--- src/rtl/player_pkg.sv ---
package player_pkg;
  localparam int SAMP_W = 7;
  localparam int WORD_W = 2 * SAMP_W;

  typedef enum logic [1:0] {
    PH_JOIN = 2'd0,
    PH_LOW  = 2'd1,
    PH_MID  = 2'd2,
    PH_HIGH = 2'd3
  } phase_e;

  function automatic logic [SAMP_W-1:0] mean2(input logic [SAMP_W-1:0] a,
                                              input logic [SAMP_W-1:0] b);
    logic [SAMP_W:0] s;
    s = {1'b0, a} + {1'b0, b};
    return s[SAMP_W:1];
  endfunction
endpackage

--- src/rtl/player_seq.sv ---
module player_seq
  import player_pkg::*;
#(
  parameter int ADDR_W = 14,
  parameter int CNT_W  = 16
) (
  input  logic              clk_i,
  input  logic              rst_ni,
  input  logic              start_i,
  input  logic [ADDR_W-1:0] start_addr_i,
  input  logic [CNT_W-1:0]  start_count_i,
  input  logic              tick_i,
  output logic              step_o,
  output phase_e            phase_o,
  output logic [ADDR_W-1:0] word_addr_o,
  output logic              active_o
);
  localparam int POS_W  = ADDR_W + 2;
  localparam int LEFT_W = CNT_W + 1;

  logic [POS_W-1:0]  pos_q;
  logic [LEFT_W-1:0] left_q;
  logic              active_q;

  assign step_o      = tick_i & active_q & ~start_i;
  assign phase_o     = phase_e'(pos_q[1:0]);
  assign word_addr_o = pos_q[POS_W-1:2];
  assign active_o    = active_q;

  always_ff @(posedge clk_i or negedge rst_ni) begin
    if (!rst_ni) begin
      pos_q    <= '0;
      left_q   <= '0;
      active_q <= 1'b0;
    end else if (start_i) begin
      pos_q    <= {start_addr_i, 2'b00};
      left_q   <= {start_count_i, 1'b0};
      active_q <= |start_count_i;
    end else if (step_o) begin
      pos_q  <= pos_q + 1'b1;
      left_q <= left_q - 1'b1;
      if (left_q == LEFT_W'(1)) active_q <= 1'b0;
    end
  end

  assert_pos_step_R3: assert property (@(posedge clk_i) disable iff (!rst_ni)
    step_o |=> pos_q == $past(pos_q) + 1'b1);
  assert_live_count_R2: assert property (@(posedge clk_i) disable iff (!rst_ni)
    active_q |-> left_q != '0);
  assert_stop_last_R2: assert property (@(posedge clk_i) disable iff (!rst_ni)
    $fell(active_q) |-> $past(start_i) || $past(left_q) == LEFT_W'(1));
endmodule

--- src/rtl/player_dp.sv ---
module player_dp
  import player_pkg::*;
#(
  parameter logic [6:0] ZERO_LVL = 7'd64
) (
  input  logic              clk_i,
  input  logic              rst_ni,
  input  logic              start_i,
  input  logic              step_i,
  input  phase_e            phase_i,
  input  logic              idle_tick_i,
  input  logic [WORD_W-1:0] mem_data_i,
  output logic              mem_rd_o,
  output logic [SAMP_W-1:0] level_o
);
  logic              pend_q;
  logic [SAMP_W-1:0] low_q, high_q, level_q;
  logic [SAMP_W-1:0] new_low, new_high;

  assign mem_rd_o = step_i && (phase_i == PH_JOIN);
  assign new_low  = mem_data_i[SAMP_W-1:0];
  assign new_high = mem_data_i[WORD_W-1:SAMP_W];
  assign level_o  = level_q;

  always_ff @(posedge clk_i or negedge rst_ni) begin
    if (!rst_ni) pend_q <= 1'b0;
    else         pend_q <= mem_rd_o & ~start_i;
  end

  always_ff @(posedge clk_i or negedge rst_ni) begin
    if (!rst_ni) begin
      low_q   <= ZERO_LVL;
      high_q  <= ZERO_LVL;
      level_q <= ZERO_LVL;
    end else if (start_i) begin
      high_q <= ZERO_LVL;
    end else if (pend_q) begin
      level_q <= mean2(high_q, new_low);
      low_q   <= new_low;
      high_q  <= new_high;
    end else if (step_i) begin
      unique case (phase_i)
        PH_LOW:  level_q <= low_q;
        PH_MID:  level_q <= mean2(low_q, high_q);
        PH_HIGH: level_q <= high_q;
        default: ;
      endcase
    end else if (idle_tick_i) begin
      level_q <= ZERO_LVL;
    end
  end

  assert_read_lat_R12: assert property (@(posedge clk_i) disable iff (!rst_ni)
    mem_rd_o && !start_i |=> pend_q);
  assert_tick_gap_R12: assert property (@(posedge clk_i) disable iff (!rst_ni)
    !(pend_q && step_i));
  assert_level_cause_R10: assert property (@(posedge clk_i) disable iff (!rst_ni)
    !$stable(level_q) |-> $past(pend_q || step_i || idle_tick_i));
endmodule

--- src/rtl/interp_sample_player.sv ---
module interp_sample_player
  import player_pkg::*;
#(
  parameter int         ADDR_W   = 14,
  parameter int         CNT_W    = 16,
  parameter logic [6:0] ZERO_LVL = 7'd64
) (
  input  logic              clk_i,
  input  logic              rst_ni,
  input  logic              start_i,
  input  logic [ADDR_W-1:0] start_addr_i,
  input  logic [CNT_W-1:0]  start_count_i,
  input  logic              tick_i,
  output logic              mem_rd_o,
  output logic [ADDR_W-1:0] mem_addr_o,
  input  logic [13:0]       mem_data_i,
  output logic [6:0]        level_o,
  output logic              busy_o
);
  logic   step, active, idle_tick;
  phase_e phase;

  player_seq #(.ADDR_W(ADDR_W), .CNT_W(CNT_W)) i_seq (
    .clk_i, .rst_ni, .start_i, .start_addr_i, .start_count_i, .tick_i,
    .step_o(step), .phase_o(phase), .word_addr_o(mem_addr_o), .active_o(active)
  );

  assign idle_tick = tick_i & ~active & ~start_i;
  assign busy_o    = active;

  player_dp #(.ZERO_LVL(ZERO_LVL)) i_dp (
    .clk_i, .rst_ni, .start_i, .step_i(step), .phase_i(phase),
    .idle_tick_i(idle_tick), .mem_data_i, .mem_rd_o, .level_o
  );

  assert_rd_busy_R3: assert property (@(posedge clk_i) disable iff (!rst_ni)
    mem_rd_o |-> busy_o);
  assert_idle_zero_R9: assert property (@(posedge clk_i) disable iff (!rst_ni)
    tick_i && !busy_o && !start_i |=> level_o == ZERO_LVL);
  assert_empty_start_R8: assert property (@(posedge clk_i) disable iff (!rst_ni)
    start_i && start_count_i == '0 |=> !busy_o && $stable(level_o));
endmodule

--- config.mk ---
export PLATFORM = sky130hd
export DESIGN_NAME = interp_sample_player
export DESIGN_NICKNAME = d
export VERILOG_FILES = /design/src/rtl/player_pkg.sv /design/src/rtl/player_seq.sv /design/src/rtl/player_dp.sv /design/src/rtl/interp_sample_player.sv
export SDC_FILE = /design/constraint.sdc
export NUM_CORES = 1
export LEC_CHECK = 0
export ABC_CLOCK_PERIOD_IN_PS = 2600
export BUFFER_PORTS_ARGS = -buffer_cell sky130_fd_sc_hd__buf_2
export CELL_PAD_IN_SITES_DETAIL_PLACEMENT = 0
export CELL_PAD_IN_SITES_GLOBAL_PLACEMENT = 1
export CORE_MARGIN = 2
export CORE_UTILIZATION = 42
export CTS_CLUSTER_DIAMETER = 40
export CTS_CLUSTER_SIZE = 16
export DETAILED_ROUTE_END_ITERATION = 10
export PLACE_DENSITY = 0.9
export SYNTH_ARGS = -nofsm -noshare
export SYNTH_HDL_FRONTEND = slang
export SYNTH_SLANG_ARGS = --single-unit
export TNS_END_PERCENT = 50
--- constraint.sdc ---
create_clock -name clk_i -period 2.6 [get_ports clk_i]
set_clock_uncertainty 0.2 [all_clocks]
set_input_delay 0.26 -clock clk_i [delete_from_list [all_inputs] [get_ports clk_i]]
set_output_delay 0.26 -clock clk_i [all_outputs]
set_load 0.05 [all_outputs]
==> results of run 1 <==
## Yosys cell counts (2+ instances only)
cell type	instances	share of area
sky130_fd_sc_hd__o211ai_1	2	0.0043
sky130_fd_sc_hd__ha_1	18	0.065
sky130_fd_sc_hd__inv_1	9	0.0097
sky130_fd_sc_hd__mux2_2	6	0.019
sky130_fd_sc_hd__xor2_1	14	0.035
sky130_fd_sc_hd__nand2_1	51	0.055
sky130_fd_sc_hd__and2_1	3	0.0054
sky130_fd_sc_hd__o31ai_1	3	0.0065
sky130_fd_sc_hd__clkbuf_1	18	0.019
sky130_fd_sc_hd__o21ai_0	31	0.044
sky130_fd_sc_hd__mux2i_1	6	0.017
sky130_fd_sc_hd__a22oi_1	7	0.015
sky130_fd_sc_hd__or4_4	2	0.0065
sky130_fd_sc_hd__o41ai_1	2	0.0050
sky130_fd_sc_hd__a211oi_1	2	0.0043
sky130_fd_sc_hd__nor3_1	10	0.014
sky130_fd_sc_hd__nor2_1	27	0.029
sky130_fd_sc_hd__nand2b_1	2	0.0036
sky130_fd_sc_hd__xnor2_1	20	0.050
sky130_fd_sc_hd__a211o_1	2	0.0050
sky130_fd_sc_hd__nor2b_1	3	0.0054
sky130_fd_sc_hd__nor4_1	11	0.020
sky130_fd_sc_hd__nand3_1	9	0.013
sky130_fd_sc_hd__a221oi_1	2	0.0050
sky130_fd_sc_hd__and3_1	4	0.0072
sky130_fd_sc_hd__o21ai_1	2	0.0029
sky130_fd_sc_hd__dfstp_2	3	0.023
sky130_fd_sc_hd__dfrtp_1	53	0.38
sky130_fd_sc_hd__or3_1	3	0.0054
sky130_fd_sc_hd__nor3b_1	2	0.0043
sky130_fd_sc_hd__or2_2	2	0.0036
sky130_fd_sc_hd__fa_1	2	0.011
sky130_fd_sc_hd__buf_1	2	0.0022
sky130_fd_sc_hd__or4_1	3	0.0065
sky130_fd_sc_hd__a21boi_0	2	0.0043
sky130_fd_sc_hd__a21o_1	3	0.0065
sky130_fd_sc_hd__o21a_1	2	0.0043
sky130_fd_sc_hd__and4_1	2	0.0050
sky130_fd_sc_hd__a21oi_1	17	0.024
sky130_fd_sc_hd__a31oi_1	3	0.0054
sky130_fd_sc_hd__nand4_1	8	0.014
## sequential cells by signal (all words and copies together) (netlist names)
name / count
i_seq.left_q: 17
i_dp.level_o: 7
i_dp.high_q: 7
i_seq.active_o: 1
i_seq.pos_q: 16
i_dp.low_q: 7
i_dp.pend_q: 1
## critical path, stage by stage, from the launching register on
cell,delay (ns)
sky130_fd_sc_hd__dfrtp_1,0.46
sky130_fd_sc_hd__inv_1,0.09
sky130_fd_sc_hd__ha_1,0.21
sky130_fd_sc_hd__or4b_2,0.67
sky130_fd_sc_hd__a21oi_1,0.19
sky130_fd_sc_hd__nor2_1,0.20
sky130_fd_sc_hd__nor2_1,0.16
sky130_fd_sc_hd__a21oi_1,0.05
## how the worst max path moves through the flow
stage | to | from | depth (start not counted)
after floorplan | i_dp.level_o[5] | i_seq.active_o | 7
final | i_dp.level_o[2] | i_seq.pos_q[0] | 7
after global placement | i_dp.level_o[5] | i_seq.pos_q[0] | 7
after detailed placement | i_dp.level_o[5] | i_seq.pos_q[0] | 7
after CTS | i_dp.level_o[5] | i_seq.pos_q[0] | 7
after global routing | i_dp.level_o[5] | i_seq.pos_q[0] | 7
## layer usage
layer,vias up,routed length [µm]
met5,-,0
met4,0,59
met3,7,502
met2,83,4240
met1,1534,4090
li1,1585,-
## final cells by class
type | instances | area share
Multi-Input combinational cell | 299 | 0.440
Sequential cell | 56 | 0.315
Timing Repair Buffer | 121 | 0.187
Tap cell | 105 | 0.0294
Clock buffer | 7 | 0.0193
Inverter | 9 | 0.00757
Clock inverter | 1 | 0.00168
## stage by stage
step | setup slack (ns) | util | power (µW) | cell area [µm²]
2_1_floorplan | 0.198 | - | 1660 | 3490
3_3_place_gp | 0.315 | 0.487 | 1860 | 3960
3_5_place_dp | 0.255 | 0.487 | 1880 | 3960
4_1_cts | 0.233 | 0.548 | 2440 | 4450
5_1_grt | 0.0516 | 0.549 | 2570 | 4460
6_report | 0.225 | 0.549 | 2420 | 4460
## cells by family after synthesis
kind of cell	count (synthesis)	synth area share
AOI/OAI and AO/OA	85	0.150
xor gates and xnor gates	34	0.0853
DFF	56	0.403
adders and majority gates	20	0.0760
and+or+nand+nor	148	0.214
buffers and inverters	31	0.0359
muxes	12	0.0366
## power groups by stage
stage | Combinational (µW) | Clock [µW] | Sequential [µW]
2_1_floorplan | 373 | 0 | 1290
3_3_place_gp | 739 | 0 | 1120
3_5_place_dp | 752 | 0 | 1130
4_1_cts | 801 | 527 | 1110
5_1_grt | 877 | 559 | 1130
6_report | 801 | 507 | 1110
## timing repair
item / CTS / global route
hold buffers: 40 / 1
setup endpoints to repair: 0 / 0
hold endpoints to repair: 68 / 1
==> run_summary.xml, run 1 <==
<?xml version="1.0" encoding="UTF-8"?>
<metrics>
  <group name="setup_path">
    <metric name="crit_arrival" unit="ns">2.35</metric>
    <metric name="worst_reg2reg_path_endpoint" unit="">i_dp.level_o[2]</metric>
    <metric name="timing.critical_path.fanout_max" unit="">11</metric>
    <metric name="startpoint_type" unit="">register</metric>
    <metric name="worst_reg_to_reg_setup_slack" unit="ns">0.22</metric>
    <metric name="worstRegToRegCells" unit="">7</metric>
    <metric name="worst_ep_required_time" unit="ns">2.57</metric>
    <metric name="timing_worst_setup_path_type" unit="">register to register</metric>
    <metric name="setup.worst_path.end_class" unit="">register</metric>
    <metric name="rr_startpoint" unit="">i_seq.pos_q[0]</metric>
  </group>
  <group name="die">
    <metric name="chipHeight" unit="µm">95.2</metric>
    <metric name="dieArea" unit="µm²">9050</metric>
    <metric name="area_of_the_core" unit="µm²">8130</metric>
    <metric name="initial_core_util" unit="">0.429</metric>
    <metric name="top_level_ports" unit="">71</metric>
    <metric name="rows" unit="">33</metric>
    <metric name="die-width" unit="µm">95.2</metric>
  </group>
  <group name="yosys">
    <metric name="ys_async_sr_fraction" unit="">1.00</metric>
    <metric name="synth.net_count" unit="">454</metric>
    <metric name="postSynth.topFlopCell" unit="">sky130_fd_sc_hd__dfrtp_1</metric>
    <metric name="synth.yosys.seq_area_share" unit="">0.403</metric>
    <metric name="syn-mean-instance-area" unit="µm²">9.04</metric>
    <metric name="synthCells" unit="">386</metric>
    <metric name="synth_edf_count" unit="">0</metric>
    <metric name="synth_seq_cells" unit="">56</metric>
    <metric name="synth-warning-count" unit="">0</metric>
    <metric name="netlist_cell_types" unit="">54</metric>
    <metric name="summed_instance_area_of_the_synthesized_netlist" unit="µm²">3490</metric>
  </group>
  <group name="sta">
    <metric name="final-hold-violation-count" unit="">0</metric>
    <metric name="rsz0062_at_grt" unit="">false</metric>
    <metric name="final.setup.tns" unit="ns">0</metric>
    <metric name="number_of_max_slew_violations_in_the_final_report" unit="">0</metric>
    <metric name="achievable-frequency" unit="MHz">421</metric>
    <metric name="timing.final.setup_violations" unit="">0</metric>
    <metric name="worst_slew_margin_relative_to_its_limit" unit="">0.494</metric>
    <metric name="hold_ws" unit="ns">0.0352</metric>
    <metric name="tightest_slew" unit="ns">0.756</metric>
    <metric name="final.min_clock_period" unit="ns">2.38</metric>
    <metric name="finalCritPeriodShare" unit="">0.914</metric>
  </group>
  <group name="global_route">
    <metric name="grt_max_degree" unit="">58</metric>
    <metric name="grt_pass1_vias" unit="">3146</metric>
    <metric name="antenna_violations_before_repair" unit="">0</metric>
    <metric name="grt.met3_usage" unit="">0.0458</metric>
    <metric name="grt_pass1_wl" unit="µm">14600</metric>
    <metric name="global_route_layer_with_the_greatest_usage" unit="">met2</metric>
    <metric name="global_route.overflow_total" unit="">0</metric>
    <metric name="global_route.usage.total" unit="">0.202</metric>
    <metric name="use_met1" unit="">0.259</metric>
    <metric name="grt.met2_usage" unit="">0.350</metric>
  </group>
  <group name="power">
    <metric name="power.sequential.fraction" unit="">0.460</metric>
    <metric name="power_density" unit="nW/µm²">542</metric>
    <metric name="switching_power" unit="µW">891</metric>
    <metric name="power.share.clock" unit="">0.209</metric>
    <metric name="pwr-share-comb" unit="">0.331</metric>
    <metric name="power.share.switching" unit="">0.368</metric>
    <metric name="ir_worst_vdd" unit="µV">251</metric>
    <metric name="cell_internal_pwr" unit="µW">1530</metric>
    <metric name="leakage" unit="µW">0.00197</metric>
  </group>
  <group name="routing">
    <metric name="detail_route.drc_violations" unit="">0</metric>
    <metric name="drt_pass1_iterations" unit="">4</metric>
    <metric name="postRouteWirelength" unit="µm">8890</metric>
    <metric name="post_drt_via_cell_ratio" unit="">5.37</metric>
    <metric name="average_wire_length_per_cell_after_detail_routing" unit="µm">14.9</metric>
    <metric name="drt-initial-drc-count" unit="">135</metric>
    <metric name="dr_total_vias" unit="">3209</metric>
    <metric name="antenna_left" unit="">0</metric>
  </group>
  <group name="cts">
    <metric name="cts_made_buffers" unit="">5</metric>
    <metric name="tritoncts" unit="">done</metric>
    <metric name="post_cts_resized" unit="">0</metric>
    <metric name="cts_root_buf" unit="">sky130_fd_sc_hd__clkbuf_8</metric>
    <metric name="bufs_on_longest_clock_path" unit="">2</metric>
    <metric name="path_clk_slew" unit="ns">0.11</metric>
    <metric name="clock_latency" unit="ns">0.31</metric>
    <metric name="cts_sinks" unit="">56</metric>
    <metric name="htree_levels" unit="">2</metric>
    <metric name="post_cts_setup_repair_bufs" unit="">0</metric>
  </group>
  <group name="worst_hold_path">
    <metric name="hold_depth" unit="">2</metric>
    <metric name="hold_start" unit="">mem_data_i[4]</metric>
    <metric name="holdPathEnd" unit="">i_dp.low_q[4]</metric>
    <metric name="hold_path_class" unit="">input pin to register</metric>
  </group>
  <group name="layout">
    <metric name="highest_count_cells_in_the_layout_ignoring_fill_and_taps" unit="">sky130_fd_sc_hd__buf_2 (70), sky130_fd_sc_hd__dfrtp_1 (53), sky130_fd_sc_hd__nand2_1 (51), sky130_fd_sc_hd__dlygate4sd3_1 (41), sky130_fd_sc_hd__o21ai_0 (31)</metric>
    <metric name="drive_above_1_share" unit="">0.211</metric>
    <metric name="syn2layout_area_growth" unit="%">27.9</metric>
    <metric name="final_nets" unit="">560</metric>
    <metric name="instances_no_fill" unit="">598</metric>
    <metric name="fillerInstances" unit="">732</metric>
    <metric name="layout.cells.most_common" unit="">sky130_fd_sc_hd__buf_2</metric>
    <metric name="ff_latch_area" unit="µm²">1410</metric>
    <metric name="antenna-diode-count" unit="">0</metric>
    <metric name="multiInputGateArea" unit="µm²">1960</metric>
  </group>
  <group name="placed_design">
    <metric name="place.gp.congestion" unit="">0.910</metric>
    <metric name="portBuffers" unit="">70</metric>
    <metric name="placed_cells" unit="">549</metric>
    <metric name="dp_hpwl" unit="µm">6440</metric>
  </group>
  <group name="status">
    <metric name="run_status" unit="">finished clean</metric>
  </group>
  <group name="flow_run">
    <metric name="cap_violations" unit="">0</metric>
  </group>
</metrics>
Power figures use the tool's default switching activity.
==> inputs of run 2 (changes only) <==
==> constraint.sdc (replaced) <==
create_clock -name clk_i -period 2.6 [get_ports clk_i]
set_clock_uncertainty 0.2 [all_clocks]
set_input_delay 0.39 -clock clk_i [delete_from_list [all_inputs] [get_ports clk_i]]
set_output_delay 0.39 -clock clk_i [all_outputs]
set_load 0.05 [all_outputs]
==> run_summary.xml, run 2 (synthesis results as in run 1) <==
<?xml version="1.0" encoding="UTF-8"?>
<metrics>
  <group name="routing">
    <metric name="postRouteWirelength" unit="µm">8210</metric>
    <metric name="drt_pass1_iterations" unit="">4</metric>
    <metric name="dr_total_vias" unit="">3010</metric>
    <metric name="antenna_left" unit="">0</metric>
    <metric name="drt-initial-drc-count" unit="">95</metric>
    <metric name="average_wire_length_per_cell_after_detail_routing" unit="µm">14.7</metric>
    <metric name="detail_route.drc_violations" unit="">0</metric>
    <metric name="post_drt_via_cell_ratio" unit="">5.40</metric>
  </group>
  <group name="placed_design">
    <metric name="portBuffers" unit="">70</metric>
    <metric name="dp_hpwl" unit="µm">6330</metric>
    <metric name="place.gp.congestion" unit="">0.938</metric>
    <metric name="placed_cells" unit="">549</metric>
  </group>
  <group name="power">
    <metric name="power.sequential.fraction" unit="">0.471</metric>
    <metric name="switching_power" unit="µW">873</metric>
    <metric name="leakage" unit="µW">0.00180</metric>
    <metric name="power.total" unit="µW">2360</metric>
    <metric name="ir_worst_vdd" unit="µV">316</metric>
    <metric name="power.share.switching" unit="">0.369</metric>
    <metric name="cell_internal_pwr" unit="µW">1490</metric>
    <metric name="pwr-share-comb" unit="">0.317</metric>
    <metric name="power_density" unit="nW/µm²">583</metric>
    <metric name="power.share.clock" unit="">0.212</metric>
  </group>
  <group name="layout">
    <metric name="antenna-diode-count" unit="">0</metric>
    <metric name="final_nets" unit="">519</metric>
    <metric name="highest_count_cells_in_the_layout_ignoring_fill_and_taps" unit="">sky130_fd_sc_hd__buf_2 (70), sky130_fd_sc_hd__dfrtp_1 (53), sky130_fd_sc_hd__nand2_1 (51), sky130_fd_sc_hd__o21ai_0 (31), sky130_fd_sc_hd__nor2_1 (27)</metric>
    <metric name="syn2layout_area_growth" unit="%">16.2</metric>
    <metric name="instances_no_fill" unit="">557</metric>
    <metric name="drive_above_1_share" unit="">0.230</metric>
    <metric name="layout.cells.most_common" unit="">sky130_fd_sc_hd__buf_2</metric>
    <metric name="registers_with_the_highest_flip_flop_counts" unit="">i_seq.left_q (17), i_seq.pos_q (16)</metric>
    <metric name="registers.top_by_ff_count" unit="">i_seq.left_q</metric>
    <metric name="largest_register_ff_count" unit="">17</metric>
  </group>
  <group name="cts">
    <metric name="post_cts_resized" unit="">0</metric>
    <metric name="htree_levels" unit="">2</metric>
    <metric name="post_cts_setup_repair_bufs" unit="">0</metric>
    <metric name="path_clk_slew" unit="ns">0.10</metric>
    <metric name="cts_root_buf" unit="">sky130_fd_sc_hd__clkbuf_8</metric>
    <metric name="tritoncts" unit="">done</metric>
    <metric name="cts_made_buffers" unit="">5</metric>
    <metric name="cts_sinks" unit="">56</metric>
    <metric name="clock_latency" unit="ns">0.31</metric>
    <metric name="holdBufCountCts" unit="">0</metric>
    <metric name="bufs_on_longest_clock_path" unit="">2</metric>
  </group>
  <group name="die">
    <metric name="top_level_ports" unit="">71</metric>
    <metric name="die-width" unit="µm">95.2</metric>
    <metric name="area_of_the_core" unit="µm²">8130</metric>
    <metric name="rows" unit="">33</metric>
    <metric name="dieArea" unit="µm²">9050</metric>
    <metric name="chipHeight" unit="µm">95.2</metric>
    <metric name="initial_core_util" unit="">0.429</metric>
  </group>
  <group name="setup_path">
    <metric name="timing.critical_path.fanout_max" unit="">7</metric>
    <metric name="worst_reg_to_reg_setup_slack" unit="ns">0.24</metric>
    <metric name="timing_worst_setup_path_type" unit="">register to register</metric>
    <metric name="crit_arrival" unit="ns">2.34</metric>
    <metric name="rr_startpoint" unit="">i_seq.left_q[3]</metric>
    <metric name="startpoint_type" unit="">register</metric>
    <metric name="worstRegToRegCells" unit="">5</metric>
    <metric name="worst_ep_required_time" unit="ns">2.58</metric>
    <metric name="setup.worst_path.end_class" unit="">register</metric>
    <metric name="worst_reg2reg_path_endpoint" unit="">i_seq.left_q[9]</metric>
  </group>
  <group name="sta">
    <metric name="hold_ws" unit="ns">-0.0225</metric>
    <metric name="timing.final.setup_violations" unit="">0</metric>
    <metric name="rsz0062_at_grt" unit="">false</metric>
    <metric name="number_of_max_slew_violations_in_the_final_report" unit="">0</metric>
    <metric name="worst_slew_margin_relative_to_its_limit" unit="">0.440</metric>
    <metric name="finalCritPeriodShare" unit="">0.908</metric>
    <metric name="final-hold-violation-count" unit="">31</metric>
    <metric name="tightest_slew" unit="ns">0.840</metric>
    <metric name="achievable-frequency" unit="MHz">423</metric>
    <metric name="final.min_clock_period" unit="ns">2.36</metric>
    <metric name="final.setup.tns" unit="ns">0</metric>
  </group>
  <group name="global_route">
    <metric name="antenna_violations_before_repair" unit="">0</metric>
    <metric name="global_route.overflow_total" unit="">0</metric>
    <metric name="global_route.usage.total" unit="">0.196</metric>
    <metric name="grt_pass1_vias" unit="">3044</metric>
    <metric name="grt_max_degree" unit="">61</metric>
    <metric name="grt_pass1_wl" unit="µm">14100</metric>
  </group>
  <group name="flow_run">
    <metric name="cap_violations" unit="">0</metric>
  </group>
  <group name="status">
    <metric name="run_status" unit="">complete, but fails checks</metric>
    <metric name="failing_checks" unit="">hold timing</metric>
  </group>
  <group name="worst_hold_path">
    <metric name="hold_path_class" unit="">input pin to asynchronous set/reset pin</metric>
  </group>
</metrics>
run 2: changes by cell type in the layout (fill, tap and decap cells not counted), sizes merged:
cell | previous run | this run
dlygate4sd3 | 41 | 0
run 2: layout make-up:
class	instances	area, µm²
repair buffers	80	425
fillers	806	4080
multi-input cells	299	1960
flip-flops and latches	56	1410
well taps	105	131
clock buffers	7	86.3
inverters	9	33.8
clock inverters	1	7.51
run 2: worst max path at each step:
stage	endpoint	depth (start not counted)	startpoint
final	i_seq.left_q[9]	5	i_seq.left_q[3]
after floorplan	i_dp.level_o[5]	7	i_seq.active_o
after global placement	i_dp.level_o[5]	7	i_seq.pos_q[0]
after CTS	i_dp.level_o[5]	7	i_seq.pos_q[0]
after detailed placement	i_dp.level_o[5]	7	i_seq.pos_q[0]
after global routing	i_dp.level_o[5]	7	i_seq.pos_q[0]
run 2: stage by stage:
| step | utilization | hold slack, ns | worst slack, ns | area [µm²] |
|---|---|---|---|---|
| finish | 0.498 | -0.0225 | 0.239 | 4050 |
| global route | 0.498 | 0.0217 | 0.106 | 4050 |
| CTS | 0.498 | 0.000195 | 0.233 | 4050 |
| detailed placement | 0.487 | 0.276 | 0.253 | 3960 |
| global placement | 0.487 | 0.257 | 0.331 | 3960 |
| floorplan | - | -0.106 | 0.198 | 3490 |
run 2: worst max-delay path: stages, from the launching register on:
cell	delay, ns
sky130_fd_sc_hd__dfrtp_1	0.43
sky130_fd_sc_hd__or4_4	0.58
sky130_fd_sc_hd__or2_1	0.33
sky130_fd_sc_hd__or4_4	0.44
sky130_fd_sc_hd__xor2_1	0.17
sky130_fd_sc_hd__o21ai_1	0.08
run 2: power groups by stage:
stage	Sequential, µW	Clock (µW)	Combinational (µW)
2_1_floorplan	1290	0	373
3_3_place_gp	1120	0	740
3_5_place_dp	1130	0	750
4_1_cts	1110	522	754
5_1_grt	1130	551	828
6_report	1110	500	750
run 2: layer usage:
| layer | routed length [µm] | GRT usage | up-vias |
|---|---|---|---|
| li1 | - | - | 1513 |
| met3 | 374 | 0.0427 | 8 |
| met4 | 85 | 0.0435 | 0 |
| met2 | 3860 | 0.336 | 63 |
| met5 | 0 | 0 | - |
| met1 | 3890 | 0.253 | 1426 |
